`config.mk`:
```
export PLATFORM = sky130hd
export DESIGN_NAME = sector_lock_guard
export DESIGN_NICKNAME = d
export VERILOG_FILES = /design/src/rtl/slg_pkg.sv /design/src/rtl/slg_datapath.sv /design/src/rtl/slg_ctrl.sv /design/src/rtl/sector_lock_guard.sv
export SDC_FILE = /design/constraint.sdc
export NUM_CORES = 1
export LEC_CHECK = 0
export BUFFER_PORTS_ARGS = -buffer_cell sky130_fd_sc_hd__buf_2
export CELL_PAD_IN_SITES_DETAIL_PLACEMENT = 0
export CELL_PAD_IN_SITES_GLOBAL_PLACEMENT = 2
export CORE_ASPECT_RATIO = 0.7
export CORE_MARGIN = 2
export CORE_UTILIZATION = 36
export CTS_BUF_LIST = sky130_fd_sc_hd__clkbuf_4 sky130_fd_sc_hd__clkbuf_8
export CTS_CLUSTER_SIZE = 24
export DETAILED_ROUTE_END_ITERATION = 10
export PLACE_DENSITY_LB_ADDON = 0.15
export SYNTH_ARGS = -nofsm -noshare
export SYNTH_HDL_FRONTEND = slang
export SYNTH_SLANG_ARGS = --single-unit
```
`constraint.sdc`:
```
create_clock -name clk -period 4.3 [get_ports clk]
set_input_delay 0.215 -clock clk [delete_from_list [all_inputs] [get_ports clk]]
set_output_delay 0.215 -clock clk [all_outputs]
set_load 0.03 [all_outputs]
```
`src/rtl/slg_pkg.sv`:
```
package slg_pkg;

  localparam int ADDR_W   = 18;
  localparam int DATA_W   = 16;
  localparam int PROT_W   = 8;
  localparam int NUM_KEYS = 7;   // index 0: optional lead-in, 1..6: ordered pattern
  localparam int KEY_IDX_W = $clog2(NUM_KEYS);

  typedef enum logic [3:0] {
    ST_IDLE,
    ST_PRE,
    ST_K1,
    ST_K2,
    ST_K3,
    ST_K4,
    ST_K5,
    ST_DATA,
    ST_CONF
  } seqStateT;

  // control -> datapath
  typedef struct packed {
    logic loadPending;
    logic commit;
    logic suppressWe;
  } ctrlStrobeT;

  // datapath -> control
  typedef struct packed {
    logic                newCycle;
    logic                isWrite;
    logic                ceFell;
    logic [NUM_KEYS-1:0] keyHit;
    logic                complOk;
  } busObsT;

  function automatic logic [ADDR_W-1:0] keyAddr(input int idx);
    logic [ADDR_W-1:0] a;
    case (idx)
      0:       a = 18'h00000;
      1:       a = 18'h24555;
      2:       a = 18'h3AAAA;
      3:       a = 18'h02333;
      4:       a = 18'h1CCCC;
      5:       a = 18'h000FF;
      default: a = 18'h3EF00;
    endcase
    return a;
  endfunction

endpackage

```
`src/rtl/slg_datapath.sv`:
```
module slg_datapath
  import slg_pkg::*;
#(
  parameter logic [PROT_W-1:0] PROT_DEFAULT = '0
) (
  input  logic              clk,
  input  logic              rst,
  input  logic              chipEnN,
  input  logic              writeN,
  input  logic [ADDR_W-1:0] addr,
  input  logic [DATA_W-1:0] dataIn,
  input  ctrlStrobeT        strb,
  output busObsT            obs,
  output logic [PROT_W-1:0] protect,
  output logic              weAllowed
);

  localparam int SECT_W = $clog2(PROT_W);

  logic                prevCeNQ;
  logic                prevWrNQ;
  logic [ADDR_W-1:0]   prevAddrQ;
  logic [PROT_W-1:0]   pendingQ;
  logic [PROT_W-1:0]   protectQ;
  logic [NUM_KEYS-1:0] keyHit;
  logic [SECT_W-1:0]   sectIdx;
  logic                newCycle;
  logic                ceFell;
  logic                complOk;
  logic                unusedHighByte;

  assign unusedHighByte = ^dataIn[DATA_W-1:PROT_W];

  // access boundary detection
  always_ff @(posedge clk) begin
    if (rst) begin
      prevCeNQ  <= 1'b1;
      prevWrNQ  <= 1'b1;
      prevAddrQ <= '0;
    end else begin
      prevCeNQ  <= chipEnN;
      prevWrNQ  <= writeN;
      prevAddrQ <= addr;
    end
  end

  assign ceFell   = !chipEnN && prevCeNQ;
  assign newCycle = !chipEnN && (prevCeNQ || (addr != prevAddrQ) || (writeN != prevWrNQ));

  // pattern address comparators
  for (genvar k = 0; k < NUM_KEYS; k++) begin : g_key
    assign keyHit[k] = (addr == keyAddr(k));
  end

  // pending value and protect register
  always_ff @(posedge clk) begin
    if (rst) begin
      pendingQ <= '0;
      protectQ <= PROT_DEFAULT;
    end else begin
      if (strb.loadPending) pendingQ <= dataIn[PROT_W-1:0];
      if (strb.commit)      protectQ <= pendingQ;
    end
  end

  assign complOk = (dataIn[PROT_W-1:0] == ~pendingQ);

  assign obs = '{newCycle: newCycle,
                 isWrite:  !writeN,
                 ceFell:   ceFell,
                 keyHit:   keyHit,
                 complOk:  complOk};

  assign sectIdx   = addr[ADDR_W-1 -: SECT_W];
  assign protect   = protectQ;
  assign weAllowed = newCycle && !writeN && !protectQ[sectIdx] && !strb.suppressWe;

  // reset loads the stand-in setting
  p_reset_default_r1: assert property (@(posedge clk)
    $past(rst) |-> (protectQ == PROT_DEFAULT));

  // register moves only on a commit from the sequencer
  p_hold_unless_commit_r6: assert property (@(posedge clk) disable iff (rst)
    !strb.commit |=> $stable(protectQ));

  // no write qualifier into a protected sector
  p_we_open_sector_r3: assert property (@(posedge clk) disable iff (rst)
    weAllowed |-> !protect[addr[ADDR_W-1 -: SECT_W]]);

  // qualifier only for enabled write cycles
  p_we_is_write_r2: assert property (@(posedge clk) disable iff (rst)
    weAllowed |-> (!chipEnN && !writeN));

endmodule

```
`src/rtl/slg_ctrl.sv`:
```
module slg_ctrl
  import slg_pkg::*;
(
  input  logic       clk,
  input  logic       rst,
  input  busObsT     obs,
  output ctrlStrobeT strb
);

  seqStateT stateQ;
  seqStateT stateD;

  // where a cycle that breaks the pattern may still begin a new one
  function automatic seqStateT restartFrom(input busObsT o);
    seqStateT s;
    s = ST_IDLE;
    if (!o.isWrite && o.keyHit[0])
      s = ST_PRE;
    else if (!o.isWrite && o.keyHit[1] && o.ceFell)
      s = ST_K1;
    return s;
  endfunction

  function automatic logic [KEY_IDX_W-1:0] wantedKey(input seqStateT s);
    logic [KEY_IDX_W-1:0] k;
    case (s)
      ST_PRE:  k = KEY_IDX_W'(1);
      ST_K1:   k = KEY_IDX_W'(2);
      ST_K2:   k = KEY_IDX_W'(3);
      ST_K3:   k = KEY_IDX_W'(4);
      ST_K4:   k = KEY_IDX_W'(5);
      ST_K5:   k = KEY_IDX_W'(6);
      default: k = KEY_IDX_W'(0);
    endcase
    return k;
  endfunction

  function automatic seqStateT stepOf(input seqStateT s);
    seqStateT n;
    case (s)
      ST_PRE:  n = ST_K1;
      ST_K1:   n = ST_K2;
      ST_K2:   n = ST_K3;
      ST_K3:   n = ST_K4;
      ST_K4:   n = ST_K5;
      ST_K5:   n = ST_DATA;
      default: n = ST_IDLE;
    endcase
    return n;
  endfunction

  always_comb begin
    stateD = stateQ;
    strb   = '0;
    if (obs.newCycle) begin
      case (stateQ)
        ST_IDLE: stateD = restartFrom(obs);
        ST_DATA: begin
          if (obs.isWrite) begin
            strb.loadPending = 1'b1;
            strb.suppressWe  = 1'b1;
            stateD           = ST_CONF;
          end else begin
            stateD = restartFrom(obs);
          end
        end
        ST_CONF: begin
          if (obs.isWrite) begin
            strb.suppressWe = 1'b1;
            strb.commit     = obs.complOk;
            stateD          = ST_IDLE;
          end else begin
            stateD = restartFrom(obs);
          end
        end
        default: begin
          if (!obs.isWrite && obs.keyHit[wantedKey(stateQ)])
            stateD = stepOf(stateQ);
          else
            stateD = restartFrom(obs);
        end
      endcase
    end
  end

  always_ff @(posedge clk) begin
    if (rst) stateQ <= ST_IDLE;
    else     stateQ <= stateD;
  end

  // confirmation stage is only entered from the value stage
  p_conf_from_data_r4: assert property (@(posedge clk) disable iff (rst)
    (stateQ == ST_CONF) |-> ($past(stateQ) == ST_DATA || $past(stateQ) == ST_CONF));

  // a setting write never both holds and commits
  p_strobe_exclusive_r9: assert property (@(posedge clk) disable iff (rst)
    $onehot0({strb.loadPending, strb.commit}));

  // commit only comes with a suppressed write
  p_commit_suppressed_r9: assert property (@(posedge clk) disable iff (rst)
    strb.commit |-> (strb.suppressWe && obs.isWrite));

endmodule

```
`src/rtl/sector_lock_guard.sv`:
```
module sector_lock_guard
  import slg_pkg::*;
#(
  parameter logic [PROT_W-1:0] PROT_DEFAULT = '0
) (
  input  logic              clk,
  input  logic              rst,
  input  logic              chipEnN,
  input  logic              writeN,
  input  logic [ADDR_W-1:0] addr,
  input  logic [DATA_W-1:0] dataIn,
  output logic [PROT_W-1:0] protect,
  output logic              weAllowed
);

  ctrlStrobeT strb;
  busObsT     obs;

  slg_ctrl u_ctrl (
    .clk  (clk),
    .rst  (rst),
    .obs  (obs),
    .strb (strb)
  );

  slg_datapath #(
    .PROT_DEFAULT (PROT_DEFAULT)
  ) u_datapath (
    .clk       (clk),
    .rst       (rst),
    .chipEnN   (chipEnN),
    .writeN    (writeN),
    .addr      (addr),
    .dataIn    (dataIn),
    .strb      (strb),
    .obs       (obs),
    .protect   (protect),
    .weAllowed (weAllowed)
  );

endmodule

```
==> metrics.txt, run 1 <==
status finished clean; Top FF cell, synth dfxtp_1; critical path data required time 4.45 ns; RSZ-0062 raised after global routing false; M1 WL 2940 um; Die X-Extent 93.9 um; Worst Max-Slew Pin Slew 0.743 ns; Layout Area Growth over Synthesis 17.0%; Max-Cap Viols 0; Hold Path Origin chipEnN; gate count of the mapped netlist 225; vias 1,657; Die ar. 6280 um^2; syn_area_per_cell 9.05 um^2; Post-DRT Antenna Nets 0; worst hold-check path type in2reg; clk slew on worst S/H paths 0.08 ns; post-cts hold buffer count 0; min setup slack post-route 1.95 ns; CTS H-tree depth 2; Skew-Pair Late Insertion Delay 0.28 ns; Final Max Tran Viols 0; Detail Placement HPWL 3700 um; Hold Path Stages 2; first-pass GRT wire length 7770 um; Mapped Nets 263; GPL Wtd Cong 0.773; combinational family with the most area after synthesis simple AND/OR/NAND/NOR gates; Root Driver clkbuf_8; # diodes 0; setup TNS 0 ns; routed wire length 4890 um; # IOs 47; CTS buffer count 5; TritonCTS clock tree yes; DP Worst Slack 1.90 ns; Pleak 0.893 nW; register area share after synthesis 39.3%; ratio of cells with drive above 1 in the final layout 20.4%; post_cts resized 0; vias in the first global route 1,485; worst reg2reg startpoint u_ctrl.stateQ[0]; die height 66.9 um; count of port buffers added during placement 38; first-iteration detailed-routing DRC count 96; vias per cell 4.99; fin nets 297; # fillers 539; Rel. slew slack 50.4%; crit path kind reg2reg; row count 22; core box area 5340 um^2; clock sink total 40; Max Buffers Root-to-Sink 2; Synth Area in XOR/XNOR 11.6%; Finish-stage setup viols 0; count of warnings emitted by yosys 0; initial antenna violation count 0; clock skew 0.00504 ns; final period demand of the worst path 2.35 ns; EDFF count, synth 0; Synth Register Bits 40; hold_ws 0.158 ns; distinct cell type count after synthesis 36; complex-gate fraction of the synthesized area 5.96%; Critical Path AT 2.50 ns; most common cell after layout, fill and taps aside dfxtp_1; period utilization 54.7%; drt drc 0; Routed met2 length 1750 um; R2R cell count 7; pwr dens 322 nW/um^2; ys async rst share 0%; hold worst-path end u_datapath.prevCeNQ; metal3 WL 180 um; Synth Area in Simple Gates 29.1%; wire per inst 14.7 um; reg-to-reg endpoint u_datapath.protect[3]; crit-path max FO 12; commonest cells after routing, fill and taps aside dfxtp_1 (40), buf_2 (38), nor2_1 (23); largest net degree at the start of global routing 42; area share of fa/ha/maj cells after synthesis 0%; CP Launch Type flop; final hold vios 0; Setup Buffers After CTS 0; grt total ovfl 0; Fmax 425 MHz; maximum VDD drop 0.000197 V; global-route usage over all layers 16.4%; DR top layer met4; proportion of synthesized area in mux cells 11.1%; reg-to-reg slack, setup 1.95 ns; Netlist Area Pre-Place 2040 um^2; Initial Util 38.1%; Worst setup EP type flop; drt pass-1 iters 4
[power by group]
part | switching (mW) | leakage [nW] | internal (mW)
Clock | 0.128 | 0.0586 | 0.179
Sequential | 0.00406 | 0.328 | 0.380
Combinational | 0.0442 | 0.506 | 0.0321
Total | 0.176 | 0.893 | 0.591
[cells by family (layout without fill, tap and decap cells)]
| kind of cell | Yosys count | count (layout) |
|---|---|---|
| flops | 40 | 40 |
| buf+inv | 14 | 49 |
| xor+xnor | 27 | 27 |
| simple gates | 107 | 107 |
| mux | 20 | 20 |
| compound gates | 17 | 17 |
[sequential cells by signal (all words and copies together), names as in the netlist]
name	flops
u_datapath.prevWrNQ	1
u_datapath.prevCeNQ	1
u_ctrl.stateQ	4
u_datapath.prevAddrQ	18
u_datapath.pendingQ	8
u_datapath.protect	8
[cell usage after synthesis, types with 3 or more instances]
library cell,instances,area [um^2]
dfxtp_1,40,801
nor2_1,23,86.3
nor2b_1,20,125
mux2i_1,18,180
xnor2_1,14,123
xor2_1,13,114
nand3_1,11,55.1
nor3_1,10,50.1
nand2_1,9,33.8
nand4_1,7,43.8
nor4_1,7,43.8
buf_2,6,30.0
clkbuf_1,6,22.5
or4_1,6,45.0
and3_1,4,25.0
a21oi_1,3,15.0
nand3b_1,3,22.5
[layout make-up]
type,count,area (um^2),area share (%)
Tap cell,72,90.1,3.78
Sequential cell,40,801,33.6
Clock inverter,2,35.0,1.47
Inverter,2,7.51,0.315
Timing Repair Buffer,39,198,8.30
Clock buffer,6,76.3,3.20
Multi-Input combinational cell,171,1170,49.3
[worst max-delay path: stages (launching register included)]
cell and delay, ns:
dfxtp_1 0.42, nor3_1 0.34, nand2_1 0.13, nor4_1 0.39
nand3_1 0.19, nor3_4 0.45, mux2i_1 0.25, nor2_1 0.05
[through the flow]
step | area (um^2) | cells | util (%) | power (mW)
2_1_floorplan | 2040 | 225 | - | 0.435
3_3_place_gp | 2270 | 324 | 42.5 | 0.469
3_5_place_dp | 2270 | 324 | 42.5 | 0.470
4_1_cts | 2380 | 332 | 44.6 | 0.777
5_1_grt | 2380 | 332 | 44.6 | 0.801
6_report | 2380 | 332 | 44.6 | 0.767
[worst max-delay path by stage]
| stage | startpoint | end | depth (start not counted) |
|---|---|---|---|
| 2_1_floorplan | u_ctrl.stateQ[2] | u_ctrl.stateQ[1] | 8 |
| 3_3_place_gp | u_ctrl.stateQ[0] | u_datapath.protect[5] | 7 |
| 3_5_place_dp | addr[1] | u_ctrl.stateQ[1] | 8 |
| 4_1_cts | u_ctrl.stateQ[0] | u_datapath.protect[3] | 7 |
| 5_1_grt | u_ctrl.stateQ[0] | u_datapath.protect[5] | 7 |
| 6_report | u_ctrl.stateQ[0] | u_datapath.protect[3] | 7 |
[per-layer routing]
layer / track usage, % / vias to the layer above
li1: - / 864
met1: 27.1 / 762
met2: 20.2 / 29
met3: 4.07 / 2
met4: 3.26 / 0
met5: 0 / -
Power figures use the tool's default switching activity.
==> inputs of run 2 (changes only) <==
--- a/config.mk
+++ b/config.mk
@@ -10,7 +10,7 @@
 export CELL_PAD_IN_SITES_GLOBAL_PLACEMENT = 2
 export CORE_ASPECT_RATIO = 0.7
 export CORE_MARGIN = 2
-export CORE_UTILIZATION = 36
+export CORE_UTILIZATION = 30
 export CTS_BUF_LIST = sky130_fd_sc_hd__clkbuf_4 sky130_fd_sc_hd__clkbuf_8
 export CTS_CLUSTER_SIZE = 24
 export DETAILED_ROUTE_END_ITERATION = 10
==> constraint.sdc (replaced) <==
create_clock -name clk -period 2 [get_ports clk]
set_input_delay 0.1 -clock clk [delete_from_list [all_inputs] [get_ports clk]]
set_output_delay 0.1 -clock clk [all_outputs]
set_load 0.03 [all_outputs]
==> run 2 against run 1 <==
Net effect:
- the run now ends with setup timing left
- count of clock-buffer cells in the layout unchanged
- register-to-register slack lost 2.0 ns
- setup slack got worse by 2.0 ns
- die area up 19%
- sequential share of layout area shrank 4.8 points
- hold slack got worse by 0.12 ns
- clock power rose by 72%
- critical path type unchanged
- critical endpoint is now u_ctrl.stateQ[1]
- largest cell class unchanged
- largest power group unchanged
==> metrics.txt, run 2 (synthesis gave the netlist of run 1 again) <==
slowest CP cell or4_1; commonest cells after routing, fill and taps aside buf_2 (38), buf_4 (35), dfxtp_1 (32); max reg flops 18 (unchanged); Pleak 1.09 nW (+22%); grt total ovfl 0 (unchanged); routed wire length 5870 um (+20%); Skew-Pair Late Insertion Delay 0.29 ns (about the same); Rel. slew slack 62.7% (+12 points); Worst Max-Slew Pin Slew 0.559 ns (-0.184 ns); pwr dens 551 nW/um^2 (+71%); setup TNS -0.0605 ns (-0.0605 ns); Initial Util 30.6% (-7.6 points); critical-path cell list a31o_1 > or4_1 > a21o_1 > buf_4 > a2111oi_4 > o211ai_1 > nand3_1; worst path bufs/invs 1 (+1); Fmax 487 MHz (+14%); largest net degree at the start of global routing 19 (-55%); fin nets 335 (+13%); Tot Pwr 1.56 mW (+100%); Final Max Tran Viols 0 (unchanged); count of port buffers added during placement 38 (unchanged); drt pass-1 iters 4 (unchanged); crit-path max FO 9 (-3); CP peak stage delay 0.46 ns (about the same); Max-Cap Viols 0 (unchanged); Finish-stage setup viols 3 (+3); min setup slack post-route -0.0535 ns (-2.00 ns); wire per inst 15.0 um (+2.0%); first-pass GRT wire length 9230 um (+19%); Root Driver clkbuf_8; clk slew on worst S/H paths 0.08 ns (about the same); core box area 6660 um^2 (+25%); die height 72.9 um (+9.0%); post-cts hold buffer count 0 (unchanged); final period demand of the worst path 2.05 ns (-0.297 ns); crit path kind reg2reg; Max Buffers Root-to-Sink 2 (unchanged); CP Launch Type flop; maximum VDD drop 0.000232 V (+18%); Critical Path AT 2.28 ns (-0.22 ns); clock sink total 40 (unchanged); worst hold-check path type in2reg; Most flops, register u_datapath.prevAddrQ; initial antenna violation count 0 (unchanged); # diodes 0 (unchanged); failing checks setup timing; clock skew 0.00595 ns (+0.000908 ns); first-iteration detailed-routing DRC count 91 (-5.2%); # IOs 47 (unchanged); vias in the first global route 1,735 (+17%); period utilization 103% (+48 points); Post-DRT Antenna Nets 0 (unchanged); critical path data required time 2.22 ns (-2.23 ns); Die X-Extent 102 um (+9.1%); vias per cell 4.63 (-7.2%); most common cell after layout, fill and taps aside buf_2; Die ar. 7470 um^2 (+19%); ratio of cells with drive above 1 in the final layout 39.1% (+19 points); Detail Placement HPWL 4360 um (+18%); TritonCTS clock tree yes; vias 1,811 (+9.3%); Worst setup EP type flop; CTS buffer count 5 (unchanged); final hold vios 0 (unchanged); CTS H-tree depth 2 (unchanged); # fillers 671 (+24%); row count 25 (+14%); Top delay family on crit path compound AO/OA/AOI/OAI gates; global-route usage over all layers 16.5% (+0.14 points); Layout Area Growth over Synthesis 38.7%; RSZ-0062 raised after global routing true; hold_ws 0.0406 ns (-0.117 ns); status finished, violations left; drt drc 0 (unchanged); GPL Wtd Cong 0.828 (+7.1%)
## run 2: cell count changes in the layout (fill, tap and decap cells not counted), moves of 2 or more
cell,before,now
nand2_1,9,7
nor2b_2,0,2
dfxtp_1,40,32
nand2_2,0,2
a21oi_1,3,1
buf_6,0,3
nor3_1,10,8
buf_4,1,35
xor2_1,13,10
nor2b_1,20,18
a21oi_2,0,2
dfxtp_2,0,7
xor2_2,0,3
## run 2: report_power, final
group / leakage (nW) / internal [mW] / switching (mW)
clock: 0.0445 / 0.251 / 0.274
sequential: 0.332 / 0.816 / 0.00882
combinational: 0.712 / 0.0965 / 0.109
## run 2: timing repair
action                                  CTS  global route
pin swaps                                 7            15
gates cloned                              0             0
buffers inserted                          1             4
endpoints found under the setup margin   11            21
gates resized for setup                  10            25
## run 2: path summary, 6_finish.rpt
check	endpoint	cells past startpoint	slack, ns	start
worst max-delay path	u_ctrl.stateQ[1]	7	-0.05	u_ctrl.stateQ[0]
worst min-delay path	u_datapath.prevCeNQ	2	0.04	chipEnN
worst max register to register	u_ctrl.stateQ[1]	7	-0.05	u_ctrl.stateQ[0]
worst min register to register	u_datapath.pendingQ[5]	2	0.52	u_datapath.pendingQ[5]
## run 2: area by class of cell
class                      instances  area, um^2  share of cell area [%]
sequential                        40         813                    28.8
clock inverter                     1        5.00                   0.177
timing repair buffer              77         507                    18.0
inverter                           2        7.51                   0.266
tap                               94         118                    4.17
clock buffer                       6        76.3                    2.70
multi-input combinational        171        1300                    45.9
## run 2: stage by stage
step	std cells	setup slack [ns]	utilization [%]	instance area [um^2]
after floorplan	225	-0.00906	-	2040
after global placement	379	-0.213	38.4	2560
after detailed placement	379	-0.276	38.4	2560
after CTS	387	-0.00378	40.3	2690
after global routing	391	-0.136	42.4	2820
final	391	-0.0535	42.4	2820
## run 2: routing by layer
layer,up-vias,routed length [um],GRT usage [%]
met3,2,159,3.93
met2,25,2210,19.1
met1,847,3470,28.7
met4,0,27,3.56
li1,937,-,-
met5,-,0,0
